$ cat config.mk
export PLATFORM = sky130hd
export DESIGN_NAME = mmap_flash_reader
export DESIGN_NICKNAME = d
export VERILOG_FILES = /design/src/rtl/mmfr_pkg.sv /design/src/rtl/mmfr_regs.sv /design/src/rtl/mmfr_seq.sv /design/src/rtl/mmfr_pinmux.sv /design/src/rtl/mmap_flash_reader.sv
export SDC_FILE = /design/constraint.sdc
export NUM_CORES = 1
export LEC_CHECK = 0
export ABC_CLOCK_PERIOD_IN_PS = 4390
export BUFFER_PORTS_ARGS = -buffer_cell sky130_fd_sc_hd__buf_2
export CAP_MARGIN = 15
export CORE_MARGIN = 5
export CORE_UTILIZATION = 58
export DETAILED_ROUTE_END_ITERATION = 10
export HOLD_SLACK_MARGIN = 0.06
export PLACE_DENSITY = 0.81
export SLEW_MARGIN = 20
export SYNTH_ARGS = -nofsm -noshare
export SYNTH_HDL_FRONTEND = slang
export SYNTH_SLANG_ARGS = --single-unit
$ cat constraint.sdc
create_clock -name clk -period 4.39 [get_ports clk]
set_input_delay 0.2195 -clock clk [delete_from_list [all_inputs] [get_ports clk]]
set_output_delay 0.2195 -clock clk [all_outputs]
set_load 0.02 [all_outputs]
$ cat src/rtl/mmfr_pkg.sv
// Shared types for the memory-mapped flash read bridge.
// Assumes: a 32-bit setup word laid out as the setup_t struct below.
package mmfr_pkg;

    typedef enum logic [2:0] {
        ST_IDLE,
        ST_OPC,
        ST_ADR,
        ST_DUM,
        ST_DAT,
        ST_RSP
    } seq_state_t;

    typedef struct packed {
        logic [7:0] xdummy;     // extra dummy clocks
        logic [7:0] wr_op;      // write opcode, held only
        logic [1:0] rsv;
        logic [1:0] lines;      // 3 = quad data
        logic [1:0] dum_bytes;  // dummy bytes of 8 clocks
        logic [1:0] adr_field;  // address bytes minus one
        logic [7:0] rd_op;      // read opcode
    } setup_t;

    localparam logic [31:0] SETUP_RESET = 32'h0002_0203;
    localparam logic [1:0]  LINES_QUAD  = 2'd3;

endpackage

$ cat src/rtl/mmfr_regs.sv
// Holds the mode word and the setup word.
// Assumes: writes take effect on the next edge; no read-back is provided.
module mmfr_regs
    import mmfr_pkg::*;
#(
    parameter int CS_W = 2
) (
    input  logic            clk,
    input  logic            rst_n,
    input  logic            reg_we,
    input  logic            reg_sel,
    input  logic [31:0]     reg_wdata,
    output logic            mm_enable,
    output logic [CS_W-1:0] mm_cs_idx,
    output setup_t          setup
);

    logic [CS_W:0] mode_q;
    setup_t        setup_q;

    // Capture register writes.
    always_ff @(posedge clk) begin
        if (!rst_n) begin
            mode_q  <= '0;
            setup_q <= setup_t'(SETUP_RESET);
        end else if (reg_we) begin
            if (reg_sel) setup_q <= setup_t'(reg_wdata);
            else         mode_q  <= reg_wdata[CS_W:0];
        end
    end

    assign mm_enable = mode_q[0];
    assign mm_cs_idx = mode_q[CS_W:1];
    assign setup     = setup_q;

endmodule

$ cat src/rtl/mmfr_seq.sv
// Plays out one flash read: opcode, address, dummy clocks, data, response.
// Assumes: start is only raised while idle; one flash bit spans two clk
// cycles (sclk low, then high); inputs are sampled at the end of the high half.
module mmfr_seq
    import mmfr_pkg::*;
#(
    parameter int NUM_CS = 4,
    parameter int CS_W   = 2,
    parameter int OFS_W  = 24
) (
    input  logic              clk,
    input  logic              rst_n,
    input  logic              start,
    input  logic              start_err,
    input  logic [OFS_W-1:0]  offset,
    input  logic [1:0]        size,
    input  setup_t            setup,
    input  logic [CS_W-1:0]   cs_idx,
    input  logic [3:0]        io_in,
    output logic              idle,
    output logic              sclk,
    output logic [NUM_CS-1:0] cs_n,
    output logic              mosi,
    output logic [3:0]        io_oe,
    output logic              ack,
    output logic              err,
    output logic [31:0]       data
);

    localparam int CNT_W = $clog2(3 * 8 + 256);

    seq_state_t        state;
    logic              phase;
    logic [CNT_W-1:0]  cnt;
    logic [31:0]       shreg;
    logic [31:0]       acc;
    logic              cs_on;
    logic              err_q;
    setup_t            cfg_q;
    logic [1:0]        size_q;
    logic [CS_W-1:0]   cs_q;
    logic [OFS_W-1:0]  adr_q;

    logic              quad;
    logic [5:0]        adr_bits;
    logic [CNT_W-1:0]  dum_clks;
    logic [CNT_W-1:0]  dat_clks;
    logic [2:0]        nbytes;
    logic [1:0]        sh_bytes;
    logic [31:0]       adr_word;

    // Derive phase lengths from the captured setup.
    always_comb begin
        quad     = (cfg_q.lines == LINES_QUAD);
        adr_bits = 6'(({4'b0, cfg_q.adr_field} + 6'd1) << 3);
        dum_clks = CNT_W'({cfg_q.dum_bytes, 3'b000}) + CNT_W'(cfg_q.xdummy);
        nbytes   = {1'b0, size_q} + 3'd1;
        dat_clks = quad ? CNT_W'({nbytes, 1'b0}) : CNT_W'({nbytes, 3'b000});
        sh_bytes = 2'd3 - cfg_q.adr_field;
        adr_word = 32'(adr_q) << {sh_bytes, 3'b000};
    end

    // Sequence state, bit timing and shifting.
    always_ff @(posedge clk) begin
        if (!rst_n) begin
            state  <= ST_IDLE;
            phase  <= 1'b0;
            cnt    <= '0;
            shreg  <= '0;
            acc    <= '0;
            cs_on  <= 1'b0;
            err_q  <= 1'b0;
            cfg_q  <= setup_t'(SETUP_RESET);
            size_q <= '0;
            cs_q   <= '0;
            adr_q  <= '0;
        end else begin
            case (state)
                ST_IDLE: begin
                    if (start) begin
                        acc    <= '0;
                        size_q <= size;
                        if (start_err) begin
                            err_q <= 1'b1;
                            state <= ST_RSP;
                        end else begin
                            err_q <= 1'b0;
                            cfg_q <= setup;
                            cs_q  <= cs_idx;
                            adr_q <= offset;
                            cs_on <= 1'b1;
                            phase <= 1'b0;
                            shreg <= {setup.rd_op, 24'h0};
                            cnt   <= CNT_W'(7);
                            state <= ST_OPC;
                        end
                    end
                end
                ST_RSP: begin
                    err_q <= 1'b0;
                    state <= ST_IDLE;
                end
                default: begin
                    if (!phase) begin
                        phase <= 1'b1;
                    end else begin
                        phase <= 1'b0;
                        shreg <= shreg << 1;
                        if (state == ST_DAT)
                            acc <= quad ? {acc[27:0], io_in} : {acc[30:0], io_in[1]};
                        if (cnt != '0) begin
                            cnt <= cnt - 1'b1;
                        end else begin
                            case (state)
                                ST_OPC: begin
                                    state <= ST_ADR;
                                    shreg <= adr_word;
                                    cnt   <= CNT_W'(adr_bits) - 1'b1;
                                end
                                ST_ADR: begin
                                    if (dum_clks != '0) begin
                                        state <= ST_DUM;
                                        cnt   <= dum_clks - 1'b1;
                                    end else begin
                                        state <= ST_DAT;
                                        cnt   <= dat_clks - 1'b1;
                                    end
                                end
                                ST_DUM: begin
                                    state <= ST_DAT;
                                    cnt   <= dat_clks - 1'b1;
                                end
                                default: begin
                                    cs_on <= 1'b0;
                                    state <= ST_RSP;
                                end
                            endcase
                        end
                    end
                end
            endcase
        end
    end

    // Reorder captured bytes little-endian and blank unused lanes.
    always_comb begin
        data = '0;
        if (!err_q) begin
            for (int i = 0; i < 4; i++) begin
                if (i <= int'(size_q))
                    data[i*8 +: 8] = acc[(int'(size_q) - i)*8 +: 8];
            end
        end
    end

    // Drive pins and response from the sequence state.
    always_comb begin
        idle = (state == ST_IDLE);
        sclk = phase;
        mosi = shreg[31];
        cs_n = cs_on ? ~(NUM_CS'(1) << cs_q) : '1;
        if ((state == ST_DUM || state == ST_DAT) && quad) io_oe = 4'b0000;
        else                                              io_oe = 4'b0001;
        ack  = (state == ST_RSP);
        err  = err_q;
    end

endmodule

$ cat src/rtl/mmfr_pinmux.sv
// Decides who owns the flash pins and muxes them.
// Assumes: ownership moves to the bridge only between command frames, and
// back to the command engine only while the sequencer is idle.
module mmfr_pinmux #(
    parameter int NUM_CS = 4
) (
    input  logic              clk,
    input  logic              rst_n,
    input  logic              mm_enable,
    input  logic              cmd_busy,
    input  logic              seq_idle,
    input  logic              seq_sclk,
    input  logic [NUM_CS-1:0] seq_cs_n,
    input  logic              seq_mosi,
    input  logic [3:0]        seq_oe,
    input  logic              cmd_sclk,
    input  logic [NUM_CS-1:0] cmd_cs_n,
    input  logic              cmd_mosi,
    output logic              owner_mm,
    output logic              pin_sclk,
    output logic [NUM_CS-1:0] pin_cs_n,
    output logic [3:0]        pin_io_out,
    output logic [3:0]        pin_io_oe
);

    // Track pin ownership.
    always_ff @(posedge clk) begin
        if (!rst_n)                                      owner_mm <= 1'b0;
        else if (!owner_mm && mm_enable && !cmd_busy)    owner_mm <= 1'b1;
        else if (owner_mm && !mm_enable && seq_idle)     owner_mm <= 1'b0;
    end

    // Select the pin source.
    always_comb begin
        if (owner_mm) begin
            pin_sclk   = seq_sclk;
            pin_cs_n   = seq_cs_n;
            pin_io_out = {3'b000, seq_mosi};
            pin_io_oe  = seq_oe;
        end else begin
            pin_sclk   = cmd_sclk;
            pin_cs_n   = cmd_cs_n;
            pin_io_out = {3'b000, cmd_mosi};
            pin_io_oe  = 4'b0001;
        end
    end

endmodule

$ cat src/rtl/mmap_flash_reader.sv
// Top of the memory-mapped flash read bridge: window decode, acceptance,
// register block, sequencer and pin mux.
// Assumes: rd_req is held until rd_ack and dropped in the ack cycle;
// NUM_CS is at least 2; WIN_BITS is at most 32.
module mmap_flash_reader
    import mmfr_pkg::*;
#(
    parameter int              ADDR_W   = 32,
    parameter int              WIN_BITS = 24,
    parameter logic [ADDR_W-1:0] WIN_BASE = 32'h3000_0000,
    parameter int              NUM_CS   = 4
) (
    input  logic              clk,
    input  logic              rst_n,
    input  logic              reg_we,
    input  logic              reg_sel,
    input  logic [31:0]       reg_wdata,
    input  logic              rd_req,
    input  logic [ADDR_W-1:0] rd_addr,
    input  logic [1:0]        rd_size,
    output logic              rd_ack,
    output logic              rd_err,
    output logic [31:0]       rd_data,
    input  logic              cmd_busy,
    input  logic              cmd_sclk,
    input  logic [NUM_CS-1:0] cmd_cs_n,
    input  logic              cmd_mosi,
    output logic              flash_sclk,
    output logic [NUM_CS-1:0] flash_cs_n,
    output logic [3:0]        flash_io_out,
    output logic [3:0]        flash_io_oe,
    input  logic [3:0]        flash_io_in
);

    localparam int CS_W = $clog2(NUM_CS);

    logic              mm_enable;
    logic [CS_W-1:0]   mm_cs_idx;
    setup_t            setup;
    logic              owner_mm;
    logic              in_win;
    logic              start;
    logic              start_err;
    logic              seq_idle;
    logic              seq_sclk;
    logic [NUM_CS-1:0] seq_cs_n;
    logic              seq_mosi;
    logic [3:0]        seq_oe;

    // Decode the window and decide whether a request may start.
    always_comb begin
        in_win    = (rd_addr[ADDR_W-1:WIN_BITS] == WIN_BASE[ADDR_W-1:WIN_BITS]);
        start_err = !mm_enable || !in_win;
        start     = seq_idle && rd_req && (start_err || owner_mm);
    end

    mmfr_regs #(.CS_W(CS_W)) u_regs (
        .clk       (clk),
        .rst_n     (rst_n),
        .reg_we    (reg_we),
        .reg_sel   (reg_sel),
        .reg_wdata (reg_wdata),
        .mm_enable (mm_enable),
        .mm_cs_idx (mm_cs_idx),
        .setup     (setup)
    );

    mmfr_seq #(.NUM_CS(NUM_CS), .CS_W(CS_W), .OFS_W(WIN_BITS)) u_seq (
        .clk       (clk),
        .rst_n     (rst_n),
        .start     (start),
        .start_err (start_err),
        .offset    (rd_addr[WIN_BITS-1:0]),
        .size      (rd_size),
        .setup     (setup),
        .cs_idx    (mm_cs_idx),
        .io_in     (flash_io_in),
        .idle      (seq_idle),
        .sclk      (seq_sclk),
        .cs_n      (seq_cs_n),
        .mosi      (seq_mosi),
        .io_oe     (seq_oe),
        .ack       (rd_ack),
        .err       (rd_err),
        .data      (rd_data)
    );

    mmfr_pinmux #(.NUM_CS(NUM_CS)) u_pinmux (
        .clk        (clk),
        .rst_n      (rst_n),
        .mm_enable  (mm_enable),
        .cmd_busy   (cmd_busy),
        .seq_idle   (seq_idle),
        .seq_sclk   (seq_sclk),
        .seq_cs_n   (seq_cs_n),
        .seq_mosi   (seq_mosi),
        .seq_oe     (seq_oe),
        .cmd_sclk   (cmd_sclk),
        .cmd_cs_n   (cmd_cs_n),
        .cmd_mosi   (cmd_mosi),
        .owner_mm   (owner_mm),
        .pin_sclk   (flash_sclk),
        .pin_cs_n   (flash_cs_n),
        .pin_io_out (flash_io_out),
        .pin_io_oe  (flash_io_oe)
    );

endmodule

==> results.cfg <==
[placement]
post_dp_cell_area_um2 = 8880
place_congestion = 0.921
dp.cells = 1256
port_buffers = 112
place_hpwl_um = 15300
pre_cts_ws_ps = 1250

[die]
rows = 43
dieArea_um2 = 16700
die_width_um = 129
start_util_pct = 59.3
fp.dieH_um = 129
pin_count = 129
fp.coreArea_um2 = 13900

[power]
ir_worst_vdd_v = 0.000257
p_sw_mw = 1.70
swShare_pct = 37.4
seqPwrFrac_pct = 34.0
p_leak_nw = 3.75
pwr-share-clk_pct = 32.8
p_comb_share_pct = 33.2
p_int_mw = 2.85
power.density_nw_per_um2 = 462

[worst_setup_path]
cp_common_cell = buf_4
critPathBufInv = 3
crit_chain = or3_1 > or4_1 > buf_4 > a21oi_1 > buf_4 > nor2_1 > buf_4 > a21o_1
critical_path.max_fanout = 42
worst_setup_path_end_kind = register
crit_family = simple AND/OR/NAND/NOR gates
cp.arrival_ps = 3540
slowest_stage = or3_1
critPathLaunchType = register
cp.required_ps = 4710
slowest_delay_ps = 800
crit_type = register to register

[logic_synthesis]
yosysTopAreaCell = dfxtp_1
synth_top_area_share_pct = 35.6
avgSynthCellArea_um2 = 8.07
synthArstFlopShare_pct = 0
ys.flop_type = dfxtp_1
synth_area_leaders = dfxtp_1 (36%), a21oi_1 (8.7%), nand2_1 (7.9%)
synth_enable_flop_cells = 0
yosysSeqAreaShare_pct = 35.6
ys_types = 69
ys_ff_latch = 147
yosys_warnings = 0
syn_area_um2 = 8260
syn_inst = 1024

[grt]
grt_pass1_vias = 7711
met2_usage_pct = 48.2
grt_pass1_wl_um = 38700
gr-total-overflow = 0
grt_max_degree = 62
gr-max-usage-layer = met2
antenna_found_initial = 0
use_met3_pct = 5.40
grt_util_met1_pct = 37.3
track_usage_pct = 28.8

[sta]
drv_slew = 0
rsz0062_at_grt = no
worstMarginPinSlew_ps = 1060
fmax_mhz = 310
fin_setup_tns_ps = 0
min_period_over_period_pct = 73.4
finalHoldViolations = 0
finalWorstSetupSlack_ps = 1170
fin_worst_skew_ps = 13.8
slew_headroom_pct = 29.2
setup_violations = 0
min_period_ps = 3220

[clock_tree]
ctsRootBufferMaster = clkbuf_16
clk_latency_ps = 430
h-tree-depth = 4
tritoncts = built
clk_path_buf_depth = 2
cts_sinks = 147
cts_made_buffers = 17
path_clk_slew_ps = 60

[layout]
stdcell_area_um2 = 9860
n_antenna_cell = 0
fin_cells = 1324
layout.nets = 1226
drive_gt1_share_pct = 18.5
area_delta_synth_final_pct = 19.4

[route]
viasPerCell = 6.15
postRouteAntennaNets = 0
finalWirelength_um = 23800
firstDrtPassIters = 5
num_vias = 8149
drt_iter0_drc = 650
wl_per_cell_um = 18.0
drc = 0

[flow_run]
maxCapViolCount = 0

[worst_hold_path]
hold_path.class = primary input to register

[status]
status = finished, final reports clean
-- layout by cell type, fill, tap and decap left out, drive strengths merged, types with 4 or more instances in the layout --
cell	instances
a31o	5
mux2	5
nand2	173
buf	133
mux2i	56
clkbuf	19
a31oi	9
dlygate4sd3	37
a311oi	8
nor2b	32
o22ai	4
o211ai	14
nand3	26
xor2	4
or3	4
a21oi	143
nand2b	5
a211oi	8
xnor2	4
o21ai	29
o31ai	4
or4	9
inv	21
o221ai	7
conb	6
clkinv	5
mux4	24
and2	4
nor2	78
o2bb2ai	19
dfxtp	147
nor3	37
ha	11
-- final timing paths --
check / from / to / slack [ps] / cells after the start
min reg2reg: u_seq.shreg[23] / u_seq.shreg[23] / 450 / 2
max reg2reg: u_seq.state[0] / u_seq.shreg[0] / 1170 / 8
min: reg_wdata[27] / u_regs.setup[27] / 70 / 3
max: u_seq.state[0] / u_seq.shreg[0] / 1170 / 8
-- final cells by class --
cell class | count | area, um^2
multi-input cells | 777 | 4920
fillers | 1068 | 4080
flip-flops and latches | 147 | 2940
repair buffers | 170 | 1090
clock buffers | 19 | 453
well taps | 180 | 225
clock inverters | 12 | 155
inverters | 19 | 71.3
-- what timing repair did --
action | in CTS | in global routing
hold endpoints to repair | 38 | 0
hold buffers | 37 | 0
resized for setup | 0 | 0
setup buffers | 0 | 0
-- cells by family (layout without fill, tap and decap cells) --
family	Yosys count	in the layout	share of synthesized area, %
flops	147	147	35.6
xor+xnor	8	8	0.848
buf+inv	105	220	5.15
fa+ha+maj	12	12	1.91
mux	85	85	14.0
compound gates	278	278	20.9
simple gates	388	388	21.5
other cells	1	6	0.0454
-- worst reg2reg max path, cell delays in order (launching register included) --
cell and delay (ps):
dfxtp_1 500, or3_1 810, or4_1 640, buf_4 280, a21oi_1 230, buf_4 210, nor2_1 60, buf_4 210
a21o_1 190
-- layer usage --
metal	vias to the layer above	share of wire, %
li1	3884	-
met3	53	8.0
met1	3825	41
met4	0	2.5
met5	-	0
met2	387	48
-- power groups by stage --
| stage | clock, mW | sequential (mW) | combinational, mW |
|---|---|---|---|
| floorplan | 0 | 1.50 | 1.11 |
| global placement | 0 | 1.57 | 1.43 |
| detailed placement | 0 | 1.57 | 1.44 |
| CTS | 1.50 | 1.54 | 1.48 |
| global route | 1.56 | 1.56 | 1.65 |
| finish | 1.49 | 1.55 | 1.51 |
-- Yosys cell counts (3+ instances only) --
| library cell | number |
|---|---|
| nand2_1 | 173 |
| dfxtp_1 | 147 |
| a21oi_1 | 143 |
| nor2_1 | 78 |
| clkbuf_1 | 61 |
| mux2i_1 | 56 |
| nor3_1 | 37 |
| nor2b_1 | 32 |
| o21ai_0 | 27 |
| nand3_1 | 26 |
| mux4_2 | 24 |
| o2bb2ai_1 | 19 |
| inv_1 | 17 |
| o211ai_1 | 14 |
| buf_1 | 12 |
| ha_1 | 11 |
| a31oi_1 | 9 |
| or4_1 | 9 |
| a211oi_1 | 8 |
| a311oi_1 | 8 |
| buf_2 | 7 |
| o221ai_1 | 7 |
| buf_4 | 6 |
| a31o_2 | 5 |
| mux2_2 | 5 |
| nand2b_1 | 5 |
| o22ai_1 | 4 |
| o31ai_1 | 4 |
| or3_1 | 4 |
| xnor2_1 | 4 |
| xor2_1 | 4 |
| a21o_1 | 3 |
| and2_1 | 3 |
| and3_1 | 3 |
| nand4_1 | 3 |
| o21a_1 | 3 |
| or2_2 | 3 |
-- flip-flops by register name (all words and copies together), names as in the netlist --
register	count
u_regs.mode_q	3
u_seq.shreg	32
u_seq.cs_on	1
u_seq.state	3
u_seq.adr_q	24
u_seq.cfg_q	14
u_seq.sclk	1
u_regs.setup	22
u_pinmux.owner_mm	1
u_seq.acc	32
u_seq.cnt	9
u_seq.size_q	2
u_seq.cs_q	2
u_seq.err	1
-- stage by stage --
stage | util [%] | power (mW) | hold slack [ps]
CTS | 70.8 | 4.52 | 60.1
global route | 70.8 | 4.78 | 78.8
detailed placement | 63.7 | 3.00 | 442
global placement | 63.7 | 2.99 | 437
finish | 70.8 | 4.55 | 68.4
floorplan | - | 2.61 | 343
Note: power is estimated with default switching activity, not from simulation.
